<file path="config.mk">
export PLATFORM = sky130hd
export DESIGN_NAME = spec_tag_tracker
export DESIGN_NICKNAME = d
export VERILOG_FILES = /design/src/rtl/spec_tag_tracker.sv
export SDC_FILE = /design/constraint.sdc
export NUM_CORES = 1
export LEC_CHECK = 0
export BUFFER_PORTS_ARGS = -buffer_cell sky130_fd_sc_hd__buf_2
export CORE_MARGIN = 2
export CORE_UTILIZATION = 40
export DETAILED_ROUTE_END_ITERATION = 8
export SLEW_MARGIN = 10
export SYNTH_ARGS = -nofsm -noshare
export SYNTH_HDL_FRONTEND = slang
export SYNTH_SLANG_ARGS = --single-unit
</file>
<file path="constraint.sdc">
create_clock -name clk -period 2.5 [get_ports clk]
set_clock_uncertainty 0.05 [all_clocks]
set_input_delay 0.375 -clock clk [delete_from_list [all_inputs] [get_ports clk]]
set_output_delay 0.375 -clock clk [all_outputs]
set_load 0.02 [all_outputs]
</file>
<file path="src/rtl/spec_tag_tracker.sv">
module spec_tag_tracker #(
  parameter int NSLOT = 8,
  parameter int EPW = 3,
  localparam int IW = $clog2(NSLOT)
) (
  input  logic             clk,
  input  logic             rst_n,
  input  logic             alloc_en,
  input  logic [IW-1:0]    alloc_idx,
  input  logic             alloc_spec,
  input  logic [EPW-1:0]   alloc_epoch,
  input  logic             alloc_store,
  input  logic             src_a_en,
  input  logic [IW-1:0]    src_a_idx,
  input  logic             src_b_en,
  input  logic [IW-1:0]    src_b_idx,
  input  logic             wr_en,
  input  logic [IW-1:0]    wr_idx,
  input  logic             wr_fault,
  input  logic             cfm_en,
  input  logic [EPW-1:0]   cfm_epoch,
  input  logic             sqs_en,
  input  logic [EPW-1:0]   sqs_epoch,
  input  logic             exc_en,
  input  logic [IW-1:0]    exc_idx,
  input  logic             ret_en,
  input  logic [IW-1:0]    ret_idx,
  output logic [NSLOT-1:0] free_o,
  output logic [NSLOT-1:0] valid_o,
  output logic [NSLOT-1:0] ready_o,
  output logic [NSLOT-1:0] prov_o,
  output logic [NSLOT-1:0] poison_o,
  output logic [NSLOT-1:0] memok_o
);

  logic [NSLOT-1:0] busy, done, spec, fault, store;
  logic [EPW-1:0]   ep    [NSLOT];
  logic [NSLOT-1:0] srcm  [NSLOT];
  logic [NSLOT-1:0] deps  [NSLOT];
  logic [NSLOT-1:0] older [NSLOT];

  logic [NSLOT-1:0] sq_root, cf_hit, kill, rel, ret_oh, a_oh, b_oh, new_src, new_deps;
  logic cf_ok;

  assign cf_ok  = cfm_en && !(sqs_en && sqs_epoch == cfm_epoch);
  assign ret_oh = ret_en ? (NSLOT'(1) << ret_idx) : '0;
  assign a_oh   = src_a_en ? (NSLOT'(1) << src_a_idx) : '0;
  assign b_oh   = src_b_en ? (NSLOT'(1) << src_b_idx) : '0;
  assign new_src  = a_oh | b_oh;
  assign new_deps = new_src | (src_a_en ? deps[src_a_idx] : '0)
                            | (src_b_en ? deps[src_b_idx] : '0);

  always_comb begin
    for (int i = 0; i < NSLOT; i++) begin
      sq_root[i] = sqs_en && busy[i] && spec[i] && ep[i] == sqs_epoch;
      cf_hit[i]  = cf_ok && busy[i] && spec[i] && ep[i] == cfm_epoch;
    end
    for (int i = 0; i < NSLOT; i++)
      kill[i] = busy[i] && (sq_root[i] || |(deps[i] & sq_root) ||
                (exc_en && (exc_idx == IW'(i) || older[i][exc_idx])));
    rel = kill | ret_oh;
  end

  always_comb begin
    for (int i = 0; i < NSLOT; i++) begin
      prov_o[i]   = busy[i] && (spec[i]  || |(deps[i] & spec));
      poison_o[i] = busy[i] && (fault[i] || |(deps[i] & fault));
      ready_o[i]  = busy[i] && !(|(srcm[i] & busy & ~done));
      memok_o[i]  = store[i] && ready_o[i] && !prov_o[i] && !poison_o[i];
    end
  end

  assign free_o  = ~busy;
  assign valid_o = busy & done;

  always_ff @(posedge clk) begin
    if (!rst_n) begin
      busy  <= '0;
      done  <= '0;
      spec  <= '0;
      fault <= '0;
      store <= '0;
      for (int i = 0; i < NSLOT; i++) begin
        ep[i]    <= '0;
        srcm[i]  <= '0;
        deps[i]  <= '0;
        older[i] <= '0;
      end
    end else begin
      for (int i = 0; i < NSLOT; i++) begin
        if (rel[i]) begin
          busy[i]  <= 1'b0;
          done[i]  <= 1'b0;
          spec[i]  <= 1'b0;
          fault[i] <= 1'b0;
          store[i] <= 1'b0;
          srcm[i]  <= '0;
          deps[i]  <= '0;
          older[i] <= '0;
        end else if (alloc_en && alloc_idx == IW'(i)) begin
          busy[i]  <= 1'b1;
          done[i]  <= 1'b0;
          spec[i]  <= alloc_spec;
          fault[i] <= 1'b0;
          store[i] <= alloc_store;
          ep[i]    <= alloc_epoch;
          srcm[i]  <= new_src & ~rel;
          deps[i]  <= new_deps & ~rel;
          older[i] <= busy & ~rel;
        end else begin
          srcm[i]  <= srcm[i] & ~rel;
          deps[i]  <= deps[i] & ~rel;
          older[i] <= older[i] & ~rel;
          if (wr_en && wr_idx == IW'(i)) begin
            done[i]  <= 1'b1;
            fault[i] <= wr_fault;
          end
          if (cf_hit[i]) spec[i] <= 1'b0;
        end
      end
    end
  end

endmodule

</file>
# After elaboration in Yosys (flattened, before gate mapping)
# Memories as Yosys holds them, arrays and structs flattened.
# Cells that the tools add are included.
# totals
register_bits	40
mem_bits_rw	216
in_bits	40
out_inout_bits	48
memories	4
# mem_list
name	words	word_bits	rd	rd_ports_with_merged_regs	write_ports	line_no	source
deps	8	8	10	0	8	39	logic [NSLOT-1:0] deps [NSLOT];
older	8	8	8	0	8	40	logic [NSLOT-1:0] older [NSLOT];
srcm	8	8	8	0	8	38	logic [NSLOT-1:0] srcm [NSLOT];
ep	8	3	8	0	8	37	logic [EPW-1:0] ep [NSLOT];
# classes
magnitude_cmp	1
eq_ne	38
n_shift	3
mux	206
n_bitwise	156
n_reduce_logical	254
# ops
cell	n
2-to-1 mux 8 bit	77
AND 8 bit	68
OR reduction 8 bit	32
logical AND 1 bit	130
2-to-1 mux 1 bit	113
bitwise OR 1 bit	80
equality test 3 bit	17
logical OR 1 bit	40
equality test 3 bit (second input constant)	12
bitwise OR 8 bit	4
logical NOT 1 bit	25
binary-select mux 1 bit (select 3 bit)	8
2-to-1 mux 3 bit	8
inverter 8 bit	3
OR reduction 3 bit	8
<< shifter 1 x 3 -> 8 bit (first input constant)	3
equality test 3 x 2 -> 1 bit (second input constant)	6
nonzero test 2 bit	8
OR reduction 2 bit	8
equality test 3 x 1 -> 1 bit (second input constant)	3
logical NOT 3 bit	3
less-than comparator 3 x 4 -> 1 bit (second input constant)	1
inverter 1 bit	1

# Logic depth before layout (Yosys ltp)
# logic_depth
ltp_word	15
mapped_depth	10
mapped_depth_nobuf	6

# Worst setup path before layout
# No wires, ideal clock.
# synth_path
kind	reg2out
from	reg busy[4]
to	out memok_o[5]
t_arrival_ns	2.407
required_ns	2.075
path_slack_ns	-0.332
path_stages_with_launch	8
n_path_buf	1
cell_sequence	dfxtp_1 buf_1 clkinv_1 nor2_1 a221o_1 a221oi_1 and3_1 nor4bb_1
# synth_via
elab_chain_cells	8
# synth_lines
element	line_no	source
start, declared	36	logic [NSLOT-1:0] busy, done, spec, fault, store;
start signal, assigned	78	busy <= '0;
start signal, assigned by index	92	busy[i] <= 1'b0;
start signal, assigned by index	101	busy[i] <= 1'b1;
AND 8 bit (2 in series)	68	ready_o[i] = busy[i] && !(|(srcm[i] & busy & ~done));
OR reduction 8 bit	68	
logical NOT 1 bit	68	
logical AND 1 bit	68	
via ready_o[5]	30	output logic [NSLOT-1:0] ready_o,
logical AND 1 bit (3 in series)	69	memok_o[i] = store[i] && ready_o[i] && !prov_o[i] && !poison_o[i];
end, declared	33	output logic [NSLOT-1:0] memok_o
# The timed path passes the listed nets, and every way through them passes these cells.

==> impl_results.md <==
- Commonest non-fill, non-tap cell in the layout: buf_4
- Sw Pwr: ~3.9 mW
- GRT Total Usage: 0.395
- CTS tree: yes
- Die Y-Extent: 198 µm
- Clk sinks: 242
- Total number of vias: about 17000
- Crit-path cells: mux2_4 -> mux4_2 -> a221o_1 -> o41a_1 -> buf_4 -> nand3b_1 -> a211oi_1
- Final #Nets: 2193
- Die width: a little under 200 µm
- Power density over the cells: about 490 nW/µm²
- Row cnt: 70
- Register bit total from synthesis: about 240
- Most frequent cells in the layout: 324 x buf_4, 202 x edfxtp_1, 178 x conb_1
- EDFF count, synth: approximately 200
- Worst skew pair latency: approximately 0.58 ns
- Worst VDD drop: around 450 µV
- Register area share after synthesis: 0.458
- Mapped Avg Cell Area: approximately 9.9 µm²
- RSZ-0062 raised after global routing: true
- Comb pwr share: 0.255
- FMAX: roughly 350 MHz
- Critical Path AT: 3.23 ns
- Clock power share: 0.344
- # port buffers: 87
- Placed cell areas: 18900 µm²
- Hold Path Class: input pin to flop
- Area Overhead vs Synth: 67.4%
- Failing checks: setup timing
- Reg power frac: 0.401
- N_diodes: 0
- Required @ worst endpoint: between 2 and 3 ns
- Unique masters post-synth: slightly below 80
- DP Wirelength: between 50000 and 60000 µm
- Clk buf depth: 3
- Number of DRC markers in iteration 0: approximately 2600
- CP max stage delay: just under 0.5 ns
- Core area: 36800 µm²
- Relative slew slack: 0.284
- Initial Utilization: 0.407
- Leak: between 9 and 10 nW
- Internal: 8.50 mW
- Final hold vios: 0
- Layout cells sized above 1: 0.474
- Post-Route WL: 81000 µm
- H-tree Lvls: 1
- Vias in the first global route: about 16000
- Status: finished, violations left
- Clock Tree Root: clkbuf_16
- Asr flop ratio synth: 0
- Setup slack after layout: -0.394 ns
- Final Cell Area: 25100 µm²
- Dominant cell type by area after synthesis: edfxtp_1
- Crit Path Class: flop to flop
- Synth Instances: about 1500
- Post-route antenna net violation count: 0
- Overall power: ~12 mW
- Avg WL per Cell: 30.7 µm
- Mux share of post-synthesis cell area: 0.0616
- Yosys warns: 0
- Synth Area in Compound Gates: 0.210
- Hold buffer count at CTS: 0
- Final setup fails: approximately 240
- Post-route clock period utilization: 1.16
- Share of the synthesized area in the top cell type: 0.405
- Synth Area in Simple Gates: 0.191
- Clock slew at reported path FFs: 0.07 ns
- CP max stage cell: mux4_2
- Synth Cell Area: between 10000 and 15000 µm²
- Largest net degree at the start of global routing: 34
- Min Hold Slack: 0.143 ns
- Die area: 39000 µm²
- Switching Share: 0.314
- Average via count per standard cell: about 6.5
- Least-Margin Pin Slew: 1.07 ns
- Synth Area in XOR/XNOR: 0.0313
- GPL Wtd Cong: 0.996
- Max-Cap Viols: 0
- Remaining routing DRC violations: 0
- Initial antenna violation count: 3
- Startpoint class of the critical path: flop
- GR Overflow Total: 0
- First-pass GRT wire length: 111000 µm
- Post-synthesis adder-cell area fraction: 0
- Synth area leaders: edfxtp_1 41%, dfxtp_1 5.3%, nor2_1 4.8%, mux4_2 3.5%, a21oi_1 3.4%
- First-pass DRT Iterations: 7
- Final Critical Period: ~2.9 ns
- Num CTS Buffers: 28
- CP Capture Type: flop
- Worst Path Max Fanout: 11
- Final Max Tran Viols: 0
- Main synth FF type: edfxtp_1
- Combinational family with the most area after synthesis: compound AO/OA/AOI/OAI gates
- I/O Pins: 88
[power by group through the flow]
| stage | logic, mW | clock network [mW] | registers, mW |
|---|---|---|---|
| after global placement | 2.00 | 0 | 5.04 |
| after floorplan | 1.06 | 0 | 4.91 |
| after detailed placement | 2.03 | 0 | 5.05 |
| after global routing | 3.25 | 4.37 | 4.98 |
| after CTS | 2.66 | 4.23 | 4.95 |
| final | 3.16 | 4.26 | 4.97 |
[what timing repair did]
item,CTS,global route
gates cloned,6,7
gates resized for setup,430,277
endpoints found under the setup margin,250,259
pin swaps,122,121
setup buffers,128,64
[layout make-up]
class | count | area [µm²]
tap | 468 | 586
sequential | 242 | 6910
inverter | 31 | 151
timing repair buffer | 571 | 5460
fill | 2695 | 11700
clock inverter | 10 | 85.1
clock buffer | 42 | 845
multi-input combinational | 1279 | 11000
[flip-flops by register name, indices dropped and copies added, names as in the netlist]
| name | flops |
|---|---|
| busy | 8 |
| deps | 58 |
| done | 8 |
| ep | 24 |
| fault | 8 |
| older | 56 |
| spec | 8 |
| srcm | 64 |
| store | 8 |
[worst paths after layout]
kind	depth (start not counted)	end	slack, ns	from
worst max-delay path	7	older[0][2]$_SDFFCE_PN0P_	-0.39	older[0][20]$_SDFFCE_PN0P_
worst min-delay path	3	spec[1]$_SDFFE_PP0P_	0.14	alloc_spec
worst max register to register	7	older[0][2]$_SDFFCE_PN0P_	-0.39	older[0][20]$_SDFFCE_PN0P_
worst min register to register	2	store[5]$_SDFFE_PP0P_	0.41	store[5]$_SDFFE_PP0P_
[stage by stage]
stage / TNS, ns / util / std cells / worst slack [ns]
floorplan: -0.231 / - / 1691 / -0.0464
global placement: -99.49 / 0.514 / 2416 / -0.709
detailed placement: -100.14 / 0.514 / 2416 / -0.767
CTS: -12.26 / 0.629 / 2590 / -0.280
global route: -41.79 / 0.682 / 2643 / -0.385
finish: -32.10 / 0.682 / 2643 / -0.394
[cell families (layout without fill, tap and decap cells)]
| kind of cell | Yosys count | in the layout |
|---|---|---|
| compound gates | 413 | 413 |
| xor+xnor | 51 | 51 |
| simple gates | 575 | 575 |
| flops | 242 | 242 |
| mux | 62 | 62 |
| buf+inv | 170 | 654 |
| other cells | 1 | 178 |
[Yosys cell counts (all sizes together) (4+ instances only)]
cell / number
mux2: 11
nor3b: 7
nand2: 107
clkinv: 4
nand4: 29
inv: 27
xnor2: 27
nand3: 43
mux2i: 28
nand3b: 10
o221ai: 5
edfxtp: 202
nor4bb: 6
clkbuf: 95
and3: 19
a221o: 4
a211oi: 44
a2111oi: 61
and2: 4
nor4: 35
nor2b: 19
nor2: 191
a32oi: 6
o21a: 7
a22o: 25
a31oi: 27
nand2b: 16
mux4: 23
buf: 44
dfxtp: 40
xor2: 24
o32ai: 7
a221oi: 33
a21oi: 101
a222oi: 4
o21ai: 18
nor3: 79
o211ai: 9
a22oi: 40
[layer usage]
layer | track usage | share of wire | vias up
met5 | 0 | 0.00030 | -
met4 | 0.234 | 0.080 | 4
met3 | 0.0949 | 0.13 | 351
met2 | 0.597 | 0.43 | 1369
met1 | 0.514 | 0.36 | 8441
li1 | - | - | 7019
[worst max-delay path: cells and delay by family (launching register included)]
kind | cells | cell delay (ns)
simple gates | 1 | 0.17
flops | 1 | 0.44
buf+inv | 1 | 0.24
mux | 2 | 0.77
compound gates | 3 | 1.03
Power figures use the tool's default switching activity.
